==> src/rtl/mmu_fic_pkg.sv <==
package mmu_fic_pkg;
   localparam int ADDR_W = 3;
   localparam logic [ADDR_W-1:0] REG_PEND   = 3'd0;
   localparam logic [ADDR_W-1:0] REG_MASK   = 3'd1;
   localparam logic [ADDR_W-1:0] REG_CTRL   = 3'd2;
   localparam logic [ADDR_W-1:0] REG_FADDR  = 3'd3;
   localparam logic [ADDR_W-1:0] REG_FINFO  = 3'd4;
   localparam logic [ADDR_W-1:0] REG_SYSCMD = 3'd5;
   localparam logic [ADDR_W-1:0] REG_SYSSTA = 3'd6;

   // snapshot field placement inside the info register
   localparam int INFO_ACK_BIT = 0;
   localparam int INFO_RW_BIT  = 1;
   localparam int INFO_KIND_LO = 2;

   typedef enum logic [1:0] {
      KIND_DATA  = 2'd0,
      KIND_FETCH = 2'd1,
      KIND_DMA   = 2'd2
   } access_kind_e;
endpackage

==> src/rtl/mmu_fic_reset_seq.sv <==
module mmu_fic_reset_seq #(
   parameter int RST_CYCLES = 4
) (
   input  logic clk,
   input  logic rst_n,
   input  logic start,
   output logic busy,
   output logic done
);
   localparam int CW = $clog2(RST_CYCLES + 1);
   localparam logic [CW-1:0] LOAD = CW'(RST_CYCLES);

   if (RST_CYCLES < 1) begin : g_bad_len
      $error("RST_CYCLES must be at least 1");
   end

   logic [CW-1:0] cnt_q;

   assign busy = (cnt_q != '0);

   always_ff @(posedge clk or negedge rst_n) begin
      if (!rst_n) begin
         cnt_q <= LOAD;
         done  <= 1'b0;
      end else begin
         if (start && !busy) begin
            cnt_q <= LOAD;
         end else if (busy) begin
            cnt_q <= cnt_q - 1'b1;
         end
         done <= (cnt_q == '0) && !start;
      end
   end

   assert_busy_not_done_R9: assert property (@(posedge clk) disable iff (!rst_n)
      busy |-> !done);
   assert_done_lags_R9: assert property (@(posedge clk) disable iff (!rst_n)
      $fell(busy) |-> !done);
   assert_start_enters_R8: assert property (@(posedge clk) disable iff (!rst_n)
      (start && !busy) |=> (busy && !done));
endmodule

==> src/rtl/mmu_fic_status_bank.sv <==
module mmu_fic_status_bank #(
   parameter int N_EVT = 5
) (
   input  logic             clk,
   input  logic             rst_n,
   input  logic             clr,
   input  logic [N_EVT-1:0] evt,
   input  logic             pend_wr,
   input  logic             mask_wr,
   input  logic [N_EVT-1:0] wr_bits,
   output logic [N_EVT-1:0] pend_q,
   output logic [N_EVT-1:0] mask_q,
   output logic             irq_q
);
   if (N_EVT < 1) begin : g_bad_evt
      $error("N_EVT must be at least 1");
   end

   for (genvar i = 0; i < N_EVT; i++) begin : g_bit
      always_ff @(posedge clk or negedge rst_n) begin
         if (!rst_n) begin
            pend_q[i] <= 1'b0;
         end else if (clr) begin
            pend_q[i] <= 1'b0;
         end else if (evt[i]) begin
            pend_q[i] <= 1'b1;
         end else if (pend_wr && wr_bits[i]) begin
            pend_q[i] <= 1'b0;
         end
      end

      assert_evt_sets_R1: assert property (@(posedge clk) disable iff (!rst_n || clr)
         evt[i] |=> pend_q[i]);
      assert_w1c_R2: assert property (@(posedge clk) disable iff (!rst_n || clr)
         (pend_wr && wr_bits[i] && !evt[i]) |=> !pend_q[i]);
      assert_hold_R2: assert property (@(posedge clk) disable iff (!rst_n || clr)
         (!evt[i] && !(pend_wr && wr_bits[i])) |=> $stable(pend_q[i]));
   end

   always_ff @(posedge clk or negedge rst_n) begin
      if (!rst_n) begin
         mask_q <= '0;
         irq_q  <= 1'b0;
      end else if (clr) begin
         mask_q <= '0;
         irq_q  <= 1'b0;
      end else begin
         if (mask_wr) begin
            mask_q <= wr_bits;
         end
         irq_q <= |(pend_q & mask_q);
      end
   end

   assert_irq_on_R3: assert property (@(posedge clk) disable iff (!rst_n || clr)
      (|(pend_q & mask_q)) |=> irq_q);
   assert_irq_off_R3: assert property (@(posedge clk) disable iff (!rst_n || clr)
      !(|(pend_q & mask_q)) |=> !irq_q);
endmodule

==> src/rtl/mmu_fic_capture.sv <==
module mmu_fic_capture #(
   parameter int VA_W   = 32,
   parameter int MID_W  = 4,
   parameter int KIND_W = 2
) (
   input  logic              clk,
   input  logic              rst_n,
   input  logic              clr,
   input  logic              fault_any,
   input  logic [VA_W-1:0]   va_in,
   input  logic [MID_W-1:0]  mid_in,
   input  logic              rw_in,
   input  logic [KIND_W-1:0] kind_in,
   input  logic              ack_clr,
   output logic              ack_q,
   output logic [VA_W-1:0]   va_q,
   output logic [MID_W-1:0]  mid_q,
   output logic              rw_q,
   output logic [KIND_W-1:0] kind_q
);
   if (VA_W < 1 || MID_W < 1 || KIND_W < 1) begin : g_bad_w
      $error("capture field widths must be positive");
   end

   logic take;
   assign take = fault_any && (!ack_q || ack_clr);

   always_ff @(posedge clk or negedge rst_n) begin
      if (!rst_n) begin
         ack_q  <= 1'b0;
         va_q   <= '0;
         mid_q  <= '0;
         rw_q   <= 1'b0;
         kind_q <= '0;
      end else if (clr) begin
         ack_q  <= 1'b0;
         va_q   <= '0;
         mid_q  <= '0;
         rw_q   <= 1'b0;
         kind_q <= '0;
      end else if (take) begin
         ack_q  <= 1'b1;
         va_q   <= va_in;
         mid_q  <= mid_in;
         rw_q   <= rw_in;
         kind_q <= kind_in;
      end else if (ack_clr) begin
         ack_q  <= 1'b0;
      end
   end

   assert_first_capture_R4: assert property (@(posedge clk) disable iff (!rst_n || clr)
      (fault_any && !ack_q) |=> (ack_q && va_q == $past(va_in) && mid_q == $past(mid_in)));
   assert_frozen_R5: assert property (@(posedge clk) disable iff (!rst_n || clr)
      (ack_q && !ack_clr) |=> (ack_q && $stable(va_q) && $stable(mid_q)
                               && $stable(rw_q) && $stable(kind_q)));
   assert_ack_clear_R6: assert property (@(posedge clk) disable iff (!rst_n || clr)
      (ack_q && ack_clr && !fault_any) |=> (!ack_q && $stable(va_q)));
endmodule

==> src/rtl/mmu_fault_irq_unit.sv <==
module mmu_fault_irq_unit
   import mmu_fic_pkg::*;
#(
   parameter int DATA_W     = 32,
   parameter int N_EVT      = 5,
   parameter int VA_W       = 32,
   parameter int MID_W      = 4,
   parameter int KIND_W     = 2,
   parameter int RST_CYCLES = 4
) (
   input  logic              clk,
   input  logic              rst_n,
   input  logic              wr_en,
   input  logic [2:0]        reg_addr,
   input  logic [DATA_W-1:0] wr_data,
   output logic [DATA_W-1:0] rd_data,
   input  logic [N_EVT-1:0]  evt_in,
   input  logic [VA_W-1:0]   fault_va,
   input  logic [MID_W-1:0]  fault_mid,
   input  logic              fault_rw,
   input  logic [KIND_W-1:0] fault_kind,
   output logic              irq,
   output logic              mmu_en,
   output logic              walk_en,
   output logic              emu_upd_en
);
   localparam int MID_LO    = INFO_KIND_LO + KIND_W;
   localparam int INFO_W    = MID_LO + MID_W;
   localparam int CTRL_LO   = 1;
   localparam int CTRL_BITS = 3;

   if (DATA_W < VA_W || DATA_W < INFO_W || DATA_W < N_EVT || DATA_W < CTRL_LO + CTRL_BITS) begin : g_bad_data
      $error("DATA_W too narrow for the register fields");
   end

   logic busy, done;
   logic wr_ok;
   logic [N_EVT-1:0] evt_ok;
   logic sys_start;
   logic [N_EVT-1:0] pend_q, mask_q;
   logic ack_q, rw_q;
   logic [VA_W-1:0] va_q;
   logic [MID_W-1:0] mid_q;
   logic [KIND_W-1:0] kind_q;
   logic [CTRL_BITS-1:0] ctrl_q;
   logic wr_unused;

   assign wr_unused = ^wr_data;
   assign wr_ok     = wr_en && !busy;
   assign evt_ok    = busy ? '0 : evt_in;
   assign sys_start = wr_ok && (reg_addr == REG_SYSCMD) && wr_data[0];

   mmu_fic_reset_seq #(.RST_CYCLES(RST_CYCLES)) u_rst (
      .clk   (clk),
      .rst_n (rst_n),
      .start (sys_start),
      .busy  (busy),
      .done  (done)
   );

   mmu_fic_status_bank #(.N_EVT(N_EVT)) u_bank (
      .clk     (clk),
      .rst_n   (rst_n),
      .clr     (busy),
      .evt     (evt_ok),
      .pend_wr (wr_ok && reg_addr == REG_PEND),
      .mask_wr (wr_ok && reg_addr == REG_MASK),
      .wr_bits (wr_data[N_EVT-1:0]),
      .pend_q  (pend_q),
      .mask_q  (mask_q),
      .irq_q   (irq)
   );

   mmu_fic_capture #(.VA_W(VA_W), .MID_W(MID_W), .KIND_W(KIND_W)) u_cap (
      .clk       (clk),
      .rst_n     (rst_n),
      .clr       (busy),
      .fault_any (|evt_ok),
      .va_in     (fault_va),
      .mid_in    (fault_mid),
      .rw_in     (fault_rw),
      .kind_in   (fault_kind),
      .ack_clr   (wr_ok && reg_addr == REG_FINFO && wr_data[INFO_ACK_BIT]),
      .ack_q     (ack_q),
      .va_q      (va_q),
      .mid_q     (mid_q),
      .rw_q      (rw_q),
      .kind_q    (kind_q)
   );

   always_ff @(posedge clk or negedge rst_n) begin
      if (!rst_n) begin
         ctrl_q <= '0;
      end else if (busy) begin
         ctrl_q <= '0;
      end else if (wr_ok && reg_addr == REG_CTRL) begin
         ctrl_q <= wr_data[CTRL_LO +: CTRL_BITS];
      end
   end

   assign mmu_en     = ctrl_q[0];
   assign walk_en    = ctrl_q[1];
   assign emu_upd_en = ctrl_q[2];

   always_comb begin
      rd_data = '0;
      case (reg_addr)
         REG_PEND:   rd_data[N_EVT-1:0] = pend_q;
         REG_MASK:   rd_data[N_EVT-1:0] = mask_q;
         REG_CTRL:   rd_data[CTRL_LO +: CTRL_BITS] = ctrl_q;
         REG_FADDR:  rd_data[VA_W-1:0] = va_q;
         REG_FINFO: begin
            rd_data[INFO_ACK_BIT]           = ack_q;
            rd_data[INFO_RW_BIT]            = rw_q;
            rd_data[INFO_KIND_LO +: KIND_W] = kind_q;
            rd_data[MID_LO +: MID_W]        = mid_q;
         end
         REG_SYSSTA: rd_data[0] = done;
         default:    rd_data = '0;
      endcase
   end

   assert_ctrl_bit0_R7: assert property (@(posedge clk) disable iff (!rst_n)
      (reg_addr == REG_CTRL) |-> !rd_data[0]);
   assert_cmd_reads_zero_R8: assert property (@(posedge clk) disable iff (!rst_n)
      (reg_addr == REG_SYSCMD) |-> (rd_data == '0));
   assert_busy_quiet_R9: assert property (@(posedge clk) disable iff (!rst_n)
      busy |=> (!irq && ctrl_q == '0));
endmodule

==> config.mk <==
export PLATFORM = sky130hd
export DESIGN_NAME = mmu_fault_irq_unit
export DESIGN_NICKNAME = d
export VERILOG_FILES = /design/src/rtl/mmu_fic_pkg.sv /design/src/rtl/mmu_fic_reset_seq.sv /design/src/rtl/mmu_fic_status_bank.sv /design/src/rtl/mmu_fic_capture.sv /design/src/rtl/mmu_fault_irq_unit.sv
export SDC_FILE = /design/constraint.sdc
export NUM_CORES = 1
export LEC_CHECK = 0
export CAP_MARGIN = 40
export CORE_MARGIN = 8
export CORE_UTILIZATION = 49
export CTS_CLUSTER_SIZE = 24
export DETAILED_ROUTE_END_ITERATION = 8
export PLACE_DENSITY = 0.83
export SLEW_MARGIN = 20
export SYNTH_ARGS = -nofsm -noshare
export SYNTH_HDL_FRONTEND = slang
export SYNTH_HIERARCHICAL = 1
export SYNTH_SLANG_ARGS = --single-unit
==> constraint.sdc <==
create_clock -name clk -period 4.9 [get_ports clk]
set_input_delay 0.735 -clock clk [delete_from_list [all_inputs] [get_ports clk]]
set_output_delay 0.735 -clock clk [all_outputs]
set_load 0.01 [all_outputs]
* After elaboration in Yosys (flattened, before gate mapping)
Index checks and enable logic that the tools add are counted.
Word-level totals: bits in registers 58, output and inout bits 36, logic and storage cells 97
Cells by class: add/subtract/negate cells 1, eq/ne operators 6, mux-type cells 39, bitwise operators 1, reduce and logical (&&, ||, !) cells 35
Operators with widths (count):
- $mux W32 | 2
- $mux W24 | 1
- $mux W1 | 21
- $reduce_bool A3 Y1 | 7
- $logic_and A1 B1 Y1 | 16
- $mux W5 | 3
- $pmux W3 S5 | 1
- $mux W3 | 4
- $reduce_or A5 Y1 | 2
- $eq A3 B3 Y1 const B | 3
- $mux W4 | 2
- $reduce_bool A2 Y1 | 4
- $eq A3 B2 Y1 const B | 2
- $logic_not A3 Y1 | 2
- $pmux W3 S2 | 1
- $and A5 B5 Y5 | 1
- $pmux W1 S5 | 1
- $mux W2 | 2
- $pmux W1 S4 | 1
- $eq A3 B1 Y1 const B | 1
- $logic_not A1 Y1 | 3
- $sub A3 B1 Y3 const B | 1
- $logic_or A1 B1 Y1 | 1

* Depth between registers and ports, before layout
depth in word-level cells 9, depth in mapped cells 11, mapped depth without buffers 9

* Cells and area by module
The synthesis kept the hierarchy.
By module, submodules not included:
- mmu_fic_capture | times used 1, cells each 173, area an instance 1976.9 sq um, sequential area each 1001.0 sq um
- mmu_fault_irq_unit | times used 1, cells each 90, area an instance 704.4 sq um, sequential area each 75.1 sq um
- mmu_fic_status_bank | times used 1, cells each 36, area an instance 466.7 sq um, sequential area each 275.3 sq um
- mmu_fic_reset_seq | times used 1, cells each 17, area an instance 210.2 sq um, sequential area each 101.3 sq um

* Worst setup path after synthesis
OpenSTA, ideal clock, no wires.
path type input port to output port, start in reg_addr[1], end out rd_data[4], arrival time 1.599 ns, required time 4.165 ns, setup slack 2.566 ns, stages 5, buffers on the path 2, cell sequence buf_2 > buf_2 > nor3b_1 > a21oi_1 > o21ai_0
On the way: longest elaborated chain between the ends 2
Ends and longest elaborated chain:
- from (decl) | line mmu_fault_irq_unit.sv:14 | input logic [2:0] reg_addr,
- $eq A3 B3 Y1, or another cell as far along | line mmu_fault_irq_unit.sv:107 | case (reg_addr)
- $pmux W1 S4 * | line mmu_fault_irq_unit.sv:107
- to (decl) | line mmu_fault_irq_unit.sv:16 | output logic [DATA_W-1:0] rd_data,
Mark *: on every way between the ends. The rest lies on a longest branch, timed or not.

* Final worst setup path
start in reg_addr[2], end out rd_data[26]
On the way: longest elaborated chain between the ends 2
Ends and longest elaborated chain (line):
- $eq A3 B2 Y1 | mmu_fault_irq_unit.sv:107
- $mux W24 | mmu_fault_irq_unit.sv:107
Every way passes these cells.

==> results.md <==
* Core Rows at 30
* WHS Endpoint: u_rst/cnt_q[2]
* I/O pin total at ~120
* Crit path launch type: input port
* Worst vdd rail ir drop at between 0.0002 and 0.0003 V
* Synth warn at 6
* Die Wd at ~99 um
* Combinational share of power at 0.421
* Syn Area/Cell at 10.63 um2
* Max_slew headroom at 0.5079
* Clock transition at the registers of the reported paths at roughly 70 ps
* Antenna cells at 0
* Ys async rst share at 1.000
* Max-cap viol count at 0
* Top_reg_cell synth: dfrtp_1
* Sw Pwr at ~0.00061 W
* Pleak at 1.899 nW
* Compound-Gate Fraction of Synth Area at 0.07303
* Post-route DRC violation count at 0
* Max Freq at approximately 270 MHz
* Xor and xnor area share after synthesis at 0
* Initial DRC Count at 75
* Vias post-DR at 2,456
* Hold path startpoint: u_rst/cnt_q[2]
* Crit path capture type: output pin
* GPL Wtd Cong at between 0.8 and 0.9
* Simple-gate share of the synthesized area at 0.2742
* Mapped Nets at 400
* Internal power at about 0.0012 W
* RSZ-0062 raised after global routing: no
* R2R cell count at 10
* Aggregate global-route resource usage at 0.1612
* Initial antenna violation count at 0
* Clk root buf: clkbuf_8
* CTS H-tree depth at 3
* Post-synth top area share at 0.4247
* Layout cell share with drive strength beyond 1 at 0.1127
* Final Hold Viols at 0
* Worst Path Class, Setup: input port to output pin
* Flop pwr share at 0.343
* Hold WS at about 510 ps
* Post-synthesis mux area share at 0.1714
* Worst skew pair latency at between 300 and 400 ps
* Hold Path Stages at 1
* Cts hold-fix bufs at 0
* Drt wl/cell at around 16 um
* Dpl hpwl at ~5400 um
* Combinational family with the most area after synthesis: simple AND/OR/NAND/NOR gates
* Routed WL at 7635 um
* Post-synth top area cell: dfrtp_1
* Crit path max fanout at 16
* Clock Path Buffers at 2
* Number of synthesized flops with an enable pin at 0
* Pin count of the biggest net entering global routing at 80
* Area delta synth->final at 33.79%
* Vias in the first global route at 2,588
* Seq cells post-synth at 58
* Gate Count Post-Synth at about 320
* Setup Skew at 7.802 ps
* RR Endpoint: u_cap/va_q[25]
* Final core occ at 0.6687
* Num CTS Buffers at 9
* TritonCTS clock tree: built
* Post-route ant nets at 0
* Clock Power Share at 0.237
* Post-CTS sizing at 0
* Sw frac at 0.3317
* Arr. time, crit path at between 2000 and 3000 ps
* Total grt overflow at 0
* Layout Nets at between 400 and 500
* I/O Buffers at 90
* PwrDens at ~410 nW/um2
* Die area at roughly 9800 um2
* Initial Util at 0.4998
* Pre-Repair DR Iteration Count at 4
* Die height at 98.79 um
* Postcts setup bufs at 0
* Setup TNS at 0 ps
* Cell Area, Synth at between 3000 and 4000 um2
* WP data required at roughly 4200 ps
* Worst reg2reg startpoint: u_rst/cnt_q[0]
* Outcome: finished clean
* # clock sinks at 58
* Slew @ Worst Pin at slightly above 700 ps
* Seq/Total Area, Yosys at 0.4326
* Worst hold path type: flop to flop
* Synth cell types at between 40 and 50
* Mean number of vias per cell at 5.033
* Slack of the worst reg-to-reg path at 2140 ps
* Fin crit share at 0.7604
* First-pass GRT wire length at between 10,000 and 15,000 um
* Final setup viols at 0
* Post-synthesis adder-cell area fraction at 0.007452
* Area contributors post-synth: dfrtp_1 (42%), mux2i_1 (16%), nand2b_1 (15%), and2_1 (4.5%), o21ai_0 (1.5%)
* Slew Viols, Final at 0
* Fin crit period at about 3700 ps
* Core Box Area at 6719 um2
-- final cells by class --
class / instances / area (um2)
flip-flops and latches: 58 / 1453
clock inverters: 5 / 53.80
multi-input cells: 232 / 1774
inverters: 4 / 15.01
repair buffers: 98 / 955.9
well taps: 80 / 100.1
fillers: 531 / 2226
clock buffers: 11 / 141.4
-- critical path, cell delays in order --
cell and delay (ps):
clkdlybuf4s50_1 670, and3b_1 620, buf_4 270, and2_1 150
clkdlybuf4s50_1 530
-- registers in the layout (all words and copies together), names as in the netlist --
| signal | count |
|---|---|
| u_rst/done | 1 |
| u_cap/mid_q | 4 |
| u_cap/kind_q | 2 |
| u_rst/cnt_q | 3 |
| u_cap/rw_q | 1 |
| u_bank/pend_q | 5 |
| u_bank/irq_q | 1 |
| u_bank/mask_q | 5 |
| ctrl_q | 3 |
| u_cap/ack_q | 1 |
| u_cap/va_q | 32 |
-- worst max-delay path by stage --
stage | to | depth (start not counted) | startpoint
final | rd_data[26] | 5 | reg_addr[2]
after detailed placement | rd_data[7] | 5 | reg_addr[2]
after floorplan | rd_data[4] | 5 | reg_addr[1]
after global routing | rd_data[26] | 5 | reg_addr[2]
after CTS | rd_data[7] | 5 | reg_addr[2]
after global placement | rd_data[7] | 5 | reg_addr[2]
-- per-stage QoR --
step	cells	power [W]	instance area (um2)	setup slack (ps)
after global routing	488	0.001944	4493	936.7
final	488	0.001828	4493	1174
after floorplan	316	0.001253	3358	2566
after detailed placement	472	0.001415	4298	1131
after CTS	488	0.001849	4493	1132
after global placement	472	0.001390	4298	1146
-- Yosys cell counts, drive strengths merged (2+ instances only) --
| master | count |
|---|---|
| a21boi | 6 |
| a21oi | 3 |
| a22o | 3 |
| a22oi | 2 |
| and2 | 24 |
| and2b | 5 |
| buf | 14 |
| clkbuf | 8 |
| dfrtp | 57 |
| ha | 2 |
| inv | 4 |
| mux2 | 4 |
| mux2i | 53 |
| nand2 | 2 |
| nand2b | 79 |
| nand3b | 4 |
| nand4bb | 2 |
| nor2 | 8 |
| nor2b | 5 |
| nor3b | 2 |
| nor4b | 2 |
| o21a | 4 |
| o21ai | 10 |
| o21ba | 5 |
-- cells in the final DEF, fill, tap and decap left out, types with 2 or more instances in the layout --
cell type and instances:
mux2_2 4, a22o_1 3, clkdlybuf4s50_1 89, nand3b_1 4, a22oi_1 2, nand2b_1 78
o21ai_0 10, and2b_2 4, dfrtp_1 57, buf_4 8, nor2b_1 4, nand4bb_1 2
a21oi_1 3, a21boi_0 5, mux2i_1 53, o21a_1 4, ha_1 2, nand2_1 2
clkinv_2 3, o21ba_2 5, inv_1 3, nor2_1 7, and2_1 24, clkbuf_8 10
-- kinds of logic (layout without fill, tap and decap cells) --
kind of cell | after synthesis | count (layout)
and+or+nand+nor | 139 | 139
muxes | 57 | 57
adders and majority gates | 2 | 2
AOI/OAI and AO/OA | 34 | 34
buffers and inverters | 26 | 118
DFF | 58 | 58
-- power groups by stage --
stage	Sequential (W)	Combinational [W]	Clock, W
global placement	0.000629	0.000761	0
finish	0.000626	0.000769	0.000433
floorplan	0.000617	0.000636	0
CTS	0.000628	0.000780	0.000442
global route	0.000637	0.000844	0.000463
detailed placement	0.000635	0.000780	0
-- routing by layer --
layer | share of wire | vias to the layer above | global-route usage | wire (um)
met4 | 0.013 | 0 | 0.07438 | 99
met3 | 0.056 | 5 | 0.04017 | 431
met2 | 0.47 | 60 | 0.2474 | 3572
met5 | 0 | - | 0 | 0
li1 | - | 1228 | - | -
met1 | 0.46 | 1163 | 0.2079 | 3531
(Power assumes the default switching activity.)
